==> src/rtl/gear_pkg.sv <==
package gear_pkg;
  localparam int GEAR_W  = 2;
  localparam int CNT_W   = (1 << GEAR_W) - 1;
  localparam int REG_W   = 8;
  localparam int CPU_LSB = 6;
  localparam int PER_LSB = 4;
  localparam int SRC_BIT = 0;
  localparam int NUM_DOM = 2;
  localparam logic [REG_W-1:0] CFG_RST = 8'hF0;

  typedef enum logic [GEAR_W-1:0] {
    GEAR_DIV1 = 2'd0,
    GEAR_DIV2 = 2'd1,
    GEAR_DIV4 = 2'd2,
    GEAR_DIV8 = 2'd3
  } gear_e;

  typedef struct packed {
    gear_e cpu;
    gear_e per;
    logic  half;
  } gear_cfg_t;

  // Low phase bits that must be zero for a strobe at gear g.
  function automatic logic [CNT_W-1:0] phase_mask(input gear_e g);
    return (CNT_W'(1) << g) - CNT_W'(1);
  endfunction

  function automatic gear_cfg_t cfg_decode(input logic [REG_W-1:0] r);
    gear_cfg_t c;
    c.cpu  = gear_e'(r[CPU_LSB +: GEAR_W]);
    c.per  = gear_e'(r[PER_LSB +: GEAR_W]);
    c.half = r[SRC_BIT];
    return c;
  endfunction
endpackage

==> src/rtl/gear_cfg_reg.sv <==
module gear_cfg_reg
  import gear_pkg::*;
#(
  parameter int              W   = REG_W,
  parameter logic [W-1:0]    RST = CFG_RST
) (
  input  logic         clk,
  input  logic         rst_n,
  input  logic         wr_en,
  input  logic [W-1:0] wdata,
  input  logic         wrap,
  output logic [W-1:0] rdata,
  output gear_cfg_t    act
);
  logic [W-1:0] cfg_q, cfg_d;
  gear_cfg_t    act_q, act_d;

  always_comb begin
    cfg_d = cfg_q;
    if (wr_en) cfg_d = wdata;
  end

  always_comb begin
    act_d = act_q;
    if (wrap) act_d = cfg_decode(cfg_q);
  end

  always_ff @(posedge clk or negedge rst_n) begin
    if (!rst_n) begin
      cfg_q <= RST;
      act_q <= cfg_decode(RST);
    end else begin
      cfg_q <= cfg_d;
      act_q <= act_d;
    end
  end

  assign rdata = cfg_q;
  assign act   = act_q;

  // a write lands on the edge that samples the strobe
  p_write_lands_r2: assert property (@(posedge clk) disable iff (!rst_n)
    wr_en |=> (rdata == $past(wdata)));

  // settings in force hold between wraps
  p_act_hold_r6: assert property (@(posedge clk) disable iff (!rst_n)
    !wrap |=> $stable(act_q));
endmodule

==> src/rtl/gear_src_div.sv <==
module gear_src_div (
  input  logic clk,
  input  logic rst_n,
  input  logic half,
  output logic tick
);
  logic tog_q, tog_d;

  always_comb tog_d = ~tog_q;

  always_ff @(posedge clk or negedge rst_n) begin
    if (!rst_n) tog_q <= 1'b0;
    else        tog_q <= tog_d;
  end

  assign tick = ~half | tog_q;

  // halved source never ticks on two consecutive cycles
  p_half_gap_r4: assert property (@(posedge clk) disable iff (!rst_n)
    (half && tick) |=> (!tick || !half));
endmodule

==> src/rtl/gear_phase_ctr.sv <==
module gear_phase_ctr #(
  parameter int W = 3
) (
  input  logic         clk,
  input  logic         rst_n,
  input  logic         tick,
  output logic [W-1:0] phase,
  output logic         wrap
);
  localparam logic [W-1:0] LAST = '1;

  logic [W-1:0] ph_q, ph_d;

  always_comb begin
    ph_d = ph_q;
    if (tick) ph_d = ph_q + W'(1);
  end

  always_ff @(posedge clk or negedge rst_n) begin
    if (!rst_n) ph_q <= '0;
    else        ph_q <= ph_d;
  end

  assign phase = ph_q;
  assign wrap  = tick & (ph_q == LAST);

  // phase only moves on base ticks
  p_phase_hold_r4: assert property (@(posedge clk) disable iff (!rst_n)
    !tick |=> $stable(phase));

  // a wrap always leaves the counter at zero
  p_wrap_zero_r6: assert property (@(posedge clk) disable iff (!rst_n)
    wrap |=> (phase == '0));
endmodule

==> src/rtl/gear_strobe_dec.sv <==
module gear_strobe_dec
  import gear_pkg::*;
#(
  parameter int W = CNT_W
) (
  input  logic         tick,
  input  logic [W-1:0] phase,
  input  gear_e        gear,
  output logic         en,
  output logic         ind
);
  logic [W-1:0] mask;

  always_comb begin
    mask = W'(phase_mask(gear));
    ind  = ((phase & mask) == '0);
    en   = tick & ind;
  end
endmodule

==> src/rtl/clk_gear_gen.sv <==
module clk_gear_gen
  import gear_pkg::*;
(
  input  logic             clk,
  input  logic             rst_n,
  input  logic             wr_en,
  input  logic [REG_W-1:0] wdata,
  output logic [REG_W-1:0] rdata,
  output logic             cpu_en,
  output logic             per_en,
  output logic             cpu_ind,
  output logic             per_ind
);
  gear_cfg_t          act;
  logic               tick;
  logic               wrap;
  logic [CNT_W-1:0]   phase;
  gear_e              dom_gear [NUM_DOM];
  logic [NUM_DOM-1:0] dom_en;
  logic [NUM_DOM-1:0] dom_ind;

  gear_cfg_reg #(.W(REG_W), .RST(CFG_RST)) u_cfg (
    .clk   (clk),
    .rst_n (rst_n),
    .wr_en (wr_en),
    .wdata (wdata),
    .wrap  (wrap),
    .rdata (rdata),
    .act   (act)
  );

  gear_src_div u_src (
    .clk   (clk),
    .rst_n (rst_n),
    .half  (act.half),
    .tick  (tick)
  );

  gear_phase_ctr #(.W(CNT_W)) u_ctr (
    .clk   (clk),
    .rst_n (rst_n),
    .tick  (tick),
    .phase (phase),
    .wrap  (wrap)
  );

  assign dom_gear[0] = act.cpu;
  assign dom_gear[1] = act.per;

  for (genvar d = 0; d < NUM_DOM; d++) begin : g_dom
    gear_strobe_dec #(.W(CNT_W)) u_dec (
      .tick  (tick),
      .phase (phase),
      .gear  (dom_gear[d]),
      .en    (dom_en[d]),
      .ind   (dom_ind[d])
    );
  end

  assign cpu_en  = dom_en[0];
  assign per_en  = dom_en[1];
  assign cpu_ind = dom_ind[0];
  assign per_ind = dom_ind[1];

  // slower domain strobes only alongside the faster one
  p_subset_per_r5: assert property (@(posedge clk) disable iff (!rst_n)
    (per_en && (act.cpu <= act.per)) |-> cpu_en);
  p_subset_cpu_r5: assert property (@(posedge clk) disable iff (!rst_n)
    (cpu_en && (act.per <= act.cpu)) |-> per_en);

  // no strobe outside a base tick
  p_tick_gate_r4: assert property (@(posedge clk) disable iff (!rst_n)
    (cpu_en || per_en) |-> tick);

  // strobe only inside its indication level
  p_en_in_ind_r7: assert property (@(posedge clk) disable iff (!rst_n)
    ((cpu_en |-> cpu_ind) and (per_en |-> per_ind)));
endmodule

==> config.mk <==
export PLATFORM = sky130hd
export DESIGN_NAME = clk_gear_gen
export DESIGN_NICKNAME = d
export VERILOG_FILES = /design/src/rtl/gear_pkg.sv /design/src/rtl/gear_cfg_reg.sv /design/src/rtl/gear_src_div.sv /design/src/rtl/gear_phase_ctr.sv /design/src/rtl/gear_strobe_dec.sv /design/src/rtl/clk_gear_gen.sv
export SDC_FILE = /design/constraint.sdc
export NUM_CORES = 1
export LEC_CHECK = 0
export BUFFER_PORTS_ARGS = -buffer_cell sky130_fd_sc_hd__buf_4
export CAP_MARGIN = 20
export CORE_MARGIN = 10
export CORE_UTILIZATION = 48
export DETAILED_ROUTE_END_ITERATION = 8
export PLACE_DENSITY_LB_ADDON = 0.25
export SYNTH_ARGS = -nofsm -noshare
export SYNTH_HDL_FRONTEND = slang
export SYNTH_SLANG_ARGS = --single-unit
==> constraint.sdc <==
create_clock -name clk -period 1.61 [get_ports clk]
set_clock_uncertainty 0.1 [all_clocks]
set_input_delay 0.161 -clock clk [delete_from_list [all_inputs] [get_ports clk]]
set_output_delay 0.161 -clock clk [all_outputs]
set_load 0.005 [all_outputs]
==> results.md, run 1 <==
* Buffers on Ports at 22
* PD cells at 1570 nW/um^2
* Count of final setup violators at 0
* Initial Util at 49.7%
* Layout cells sized above 1 at 65.9%
* Synth top area share at 30.4%
* Synth area leaders: dfrtp_1 (30%), dfstp_2 (28%), mux2_2 (15%)
* Maximum fanout along the worst path at 3
* Hold Slack at 6.58 ps
* Max-slew violation count at 0
* Largest net degree at the start of global routing at 18
* Post-Syn Area per Cell at 15.4 sq um
* Post-synth top flop: dfrtp_1
* Crit path DAT at 1290 ps
* Post-synth ARST share at 100%
* Max clock buf depth at 2
* Grt total ovfl at 0
* Rows at 14
* Total area of sequential cells at 437 sq um
* Number of synthesized flops with an enable pin at 0
* Startpoint Class: flop
* Synth Net Count at 61
* GP Congestion at 0.736
* CP Capture Type: output pin
* CTS H-tree depth at 1
* Vias/cell at 5.14
* Clk_lat worst skew at 290 ps
* Total track usage at 9.69%
* Yosys cell types at 16
* TNS Setup at 0 ps
* # IOs at 23
* Measured slew at the worst slew-check pin at 210 ps
* CTS clk-pin slew, worst paths at 100 ps
* Initial antenna violation count at 0
* CTS Root Cell: clkbuf_4
* Max cap viols at 0
* Via count at 504
* Critical Path RT at 1350 ps
* Final Util at 69.9%
* Syn Std Cell Area at 741 sq um
* Max layer used: met4
* LEAKAGE at 0.498 nW
* Width of the die at 59.3 um
* Peak supply drop at 0.763 mV
* CTS tree: done
* Count leader, synth: mux2_2
* CTS Sinks at 17
* HPWL Detailed at 1.18 mm
* Met2 routed WL at 814 um
* Worst min-delay path category: in -> reg
* Die Y at 59.3 um
* Flops & latches, synth at 17
* Outcome: complete, no violations
* Critical path class: reg -> out
* Unrepaired setup endpoints after global routing: true
* Antenna cells at 0
* Nets at 96
* Peak Freq at 643 MHz
* Synthesis-to-finish area growth at 40.5%
* Core ar. at 1490 sq um
* Wirelength, routed at 1.62 mm
* DRT iter0 DRCs at 8
* Fill cells at 111
* Wire per inst at 16.5 um
* Post-synth top cells: mux2_2 (10), dfrtp_1 (9), dfstp_2 (8)
* Final hold vios at 0
* Fin crit period at 1550 ps
* Met3 wire length at 83 um
* DR pass1 iterations at 4
* M1 WL at 694 um
* Die area at 3510 sq um
* Number of global-route vias before repair at 559
* CTS Buf Count at 3
* Post-synthesis cell count at 48
* Synth Warn # at 0
* Area of the multi-input gates at 304 sq um
* Drc violations at 0
* Fin crit share at 96.6%
* Largest area contributor in the netlist: dfrtp_1
* Seq/Total Area, Yosys at 58.8%
* First-pass GRT wire length at 2.59 mm
* Rel. slew slack at 86.0%
* Antenna Nets Post-Route at 0
[registers in the layout (all words and copies together) (netlist names)]
| signal | cells |
|---|---|
| u_cfg.act | 5 |
| u_cfg.rdata | 8 |
| u_ctr.phase | 3 |
| u_src.tog_q | 1 |
[placed cells by master, fill, tap and decap left out, types with 2 or more instances in the layout]
cell type      count
dfstp_2            8
dfrtp_1            8
a21oi_2            2
and2_1             2
ha_1               2
mux2_4             4
a21o_1             2
o21a_1             2
mux2_2            10
buf_4             24
dlygate4sd3_1      7
clkbuf_4           3
[through the flow]
step           instances  cell area [sq um]  power, mW  setup WS [ps]
2_1_floorplan         48                741       1.08            198
3_3_place_gp          85                921       1.32            163
3_5_place_dp          85                921       1.35            112
4_1_cts               97               1030       1.63           24.5
5_1_grt               98               1040       1.75          -1.33
6_report              98               1040       1.64           55.3
[cell families (layout without fill, tap and decap cells)]
| kind of cell | after synthesis | in the layout | share of synthesized area, % |
|---|---|---|---|
| AND/OR/NAND/NOR | 5 | 5 | 5.57 |
| AO/OA/AOI/OAI | 7 | 7 | 6.59 |
| flip-flops | 17 | 17 | 58.8 |
| XOR/XNOR | 1 | 1 | 1.18 |
| adder cells (fa/ha/maj) | 2 | 2 | 3.38 |
| multiplexers | 14 | 14 | 23.3 |
| buffers and inverters | 2 | 36 | 1.18 |
[cell type report]
type / count / share of cell area, %
sequential: 17 / 41.9
multi-input combinational: 29 / 29.2
timing repair buffer: 31 / 24.0
clock buffer: 4 / 2.52
tap: 16 / 1.92
inverter: 1 / 0.361
[worst max-delay path, stage by stage, from the launching register on]
cell     delay (ps)
dfstp_2         560
a21o_1          120
a21oi_2          50
and2_1          150
buf_4           130
[routing by layer]
metal  up-vias  track usage (%)
met5         -                0
met1       246             10.7
met4         0             3.93
li1        240                -
met3         2             3.00
met2        16             16.6
[power by group]
part | internal [mW] | leakage (nW) | total [mW] | switching [mW]
Clock | 0.0963 | 0.0150 | 0.228 | 0.131
Combinational | 0.454 | 0.298 | 0.685 | 0.231
Sequential | 0.604 | 0.186 | 0.725 | 0.121
[path summary, 6_finish.rpt]
check,from,endpoint,slack [ps],depth (start not counted)
min,wdata[5],u_cfg.rdata[5],7,2
min reg2reg,u_src.tog_q,u_src.tog_q,360,1
max in group asynchronous,rst_n,u_cfg.rdata[5],990,2
max reg2reg,u_ctr.phase[0],u_cfg.act[1],140,4
max,u_cfg.act[2],per_en,60,4
min in group asynchronous,rst_n,u_cfg.act[0],170,2
[what timing repair did]
action | 4_1_cts | 5_1_grt
endpoints found under the setup margin | 2 | 2
hold endpoints to repair | 23 | 0
hold buffers | 7 | 0
setup buffers | 1 | 1
pin swaps | 0 | 4
resized for setup | 2 | 1
Note: power is estimated with default switching activity, not from simulation.
==> run 2, diff against run 1 <==
- SYNTH_HIERARCHICAL: not set -> 1
==> run 2 against run 1 <==
Effect of this change: clock power down 6%; first-iteration DRC count up 63%; non-clock buffer count unchanged; worst hold slack better by 5.9 ps; sequential share of layout area down 0.76 points; via count up 2.0%; die area up 2.6%; critical path type unchanged; critical endpoint unchanged.
==> results.md, run 2 <==
* Die area at 3600 sq um
* Maximum fanout along the worst path at 5
* Layout cells sized above 1 at 65.1%
* CTS Root Cell: clkbuf_4
* Post-Syn Area per Cell at 15.7 sq um
* Largest net degree at the start of global routing at 18
* DRT iter0 DRCs at 13
* Number of synthesized flops with an enable pin at 0
* Synth top area share at 29.3%
* CTS clk-pin slew, worst paths at 80 ps
* Flops & latches, synth at 17
* Synth Net Count at 62
* Startpoint Class: flop
* Seq/Total Area, Yosys at 56.6%
* CTS Buf Count at 3
* Synth area leaders: dfrtp_1 (29%), dfstp_2 (27%), mux2_4 (16%)
* Most common cell after layout, fill and taps aside: buf_4
* Measured slew at the worst slew-check pin at 207 ps
* Vias/cell at 5.19
* Hold Slack at 12.5 ps
* Count leader, synth: dfrtp_1
* Min-delay src: wdata[0]
* Nets at 97
* Post-synth top flop: dfrtp_1
* Reg2reg start: u_ctr/phase[0]
* PD cells at 1520 nW/um^2
* CTS Sinks at 17
* Worst-path cell chain: buf_6, o21a_1, a211oi_2, buf_4
* Clk_lat worst skew at 280 ps
* Hold EP: u_cfg/rdata[0]
* Outcome: complete, no violations
* Post-synthesis cell count at 49
* Peak supply drop at 0.780 mV
* Peak Freq at 643 MHz
* Rows at 14
* Largest area contributor in the netlist: dfrtp_1
* DR pass1 iterations at 2
* Synth Warn # at 6
* Buffers on Ports at 22
* # IOs at 23
* FF-to-FF End: u_cfg/act[0]
* Drc violations at 0
* Count of final setup violators at 0
* Worst min-delay path category: in -> reg
* Final hold vios at 0
* Die Y at 60.0 um
* Critical path class: reg -> out
* Most frequent cells in the layout: buf_4 (24), dfrtp_1 (9), mux2_4 (8), dfstp_2 (8), mux2_2 (7)
* Grt total ovfl at 0
* LEAKAGE at 0.521 nW
* Rel. slew slack at 86.2%
* Worst reg2reg setup slack at 70 ps
* HPWL Detailed at 1.17 mm
* Antenna cells at 0
* Critical Path Slowest Stage Cell: dfrtp_1
* Width of the die at 60.0 um
* Max cap viols at 0
* DP Area at 958 sq um
* Hold Crit Depth at 2
* Syn Std Cell Area at 769 sq um
* Final Instance Area at 1060 sq um
* Unrepaired setup endpoints after global routing: true
* Antenna Nets Post-Route at 0
* Yosys cell types at 14
* Max clock buf depth at 2
* Max-slew violation count at 0
* Initial Util at 51.1%
* Post-synth ARST share at 100%
* CP max stage delay at 400 ps
* CTS H-tree depth at 1
* Crit path DAT at 1300 ps
* First-pass GRT wire length at 2.79 mm
* Wire per inst at 16.2 um
* Fin crit period at 1560 ps
* Total track usage at 10.1%
* Wirelength, routed at 1.61 mm
* Max reg flops at 8
* GP Congestion at 0.771
* CP Capture Type: output pin
* Fin crit share at 96.7%
* Core ar. at 1510 sq um
* Number of global-route vias before repair at 603
* Post-synth top cells: dfrtp_1 (9), dfstp_2 (8), mux2_4 (8)
* Via count at 514
* Initial antenna violation count at 0
* Critical Path RT at 1350 ps
* Reg2reg path depth at 5
* CTS tree: done
* Synthesis-to-finish area growth at 37.4%
-- run 2: cell count changes after synthesis, sizes merged --
cell	previous run	this run
a211oi	0	2
inv	1	3
nand2	2	0
a22o	1	0
and2	2	1
mux2	14	15
-- run 2: what timing repair did --
| action | in CTS | in global routing |
|---|---|---|
| gates resized for setup | 0 | 2 |
| pin swaps | 2 | 3 |
| setup buffers | 1 | 0 |
| setup endpoints to repair | 2 | 5 |
| endpoints found under the hold margin | 21 | 1 |
| hold buffers | 5 | 1 |
-- run 2: worst max-delay path by stage --
| stage | startpoint | endpoint | slack, ps |
|---|---|---|---|
| detailed placement | u_ctr/phase[1] | u_cfg/act[0] | 160 |
| finish | u_ctr/phase[0] | per_en | 50 |
| global placement | u_ctr/phase[1] | u_cfg/act[0] | 180 |
| floorplan | u_ctr/phase[0] | u_cfg/act[0] | 150 |
| CTS | u_ctr/phase[0] | per_en | 2 |
| global route | u_ctr/phase[0] | per_en | -20 |
-- run 2: cells by family (layout without fill, tap and decap cells) --
| kind of cell | after synthesis | after routing | share of synthesized area (%) |
|---|---|---|---|
| flip-flops | 17 | 17 | 56.6 |
| multiplexers | 15 | 15 | 25.9 |
| AO/OA/AOI/OAI | 8 | 8 | 8.45 |
| buffers and inverters | 4 | 38 | 2.93 |
| adder cells (fa/ha/maj) | 2 | 2 | 3.25 |
| AND/OR/NAND/NOR | 2 | 2 | 1.79 |
| XOR/XNOR | 1 | 1 | 1.14 |
-- run 2: layout make-up --
cell class / instances / area, sq um
Fill cell: 110 / 449
Multi-Input combinational cell: 28 / 313
Clock buffer: 4 / 26.3
Sequential cell: 17 / 435
Timing Repair Buffer: 31 / 251
Tap cell: 16 / 20.0
Inverter: 3 / 11.3
-- run 2: power by group --
part	total, mW	switching, mW	leakage, nW	internal, mW
Sequential	0.712	0.109	0.187	0.602
Clock	0.214	0.118	0.0150	0.0960
Combinational	0.681	0.242	0.319	0.439
Total	1.61	0.469	0.521	1.14
-- run 2: layer usage --
metal,global-route usage [%],vias to the layer above,part of all wire (%)
li1,-,241,-
met1,11.0,260,41
met2,17.8,11,53
met3,3.39,2,5.0
met4,2.88,0,0.31
met5,0,-,0
-- run 2: critical path: cells and delay by family (launching register included) --
kind,cells,cell delay (ps)
buffers and inverters,2,270
AOI/OAI and AO/OA,2,340
DFF,1,400
-- run 2: per-stage QoR --
step	cells	total power [mW]	setup TNS, ps	setup WS (ps)	util [%]
2_1_floorplan	49	1.07	0	150	-
3_3_place_gp	88	1.35	0	176	63.6
3_5_place_dp	88	1.36	0	161	63.6
4_1_cts	98	1.62	0	1.73	69.2
5_1_grt	99	1.74	-30.7	-20.2	70.2
6_report	99	1.61	0	53.7	70.2
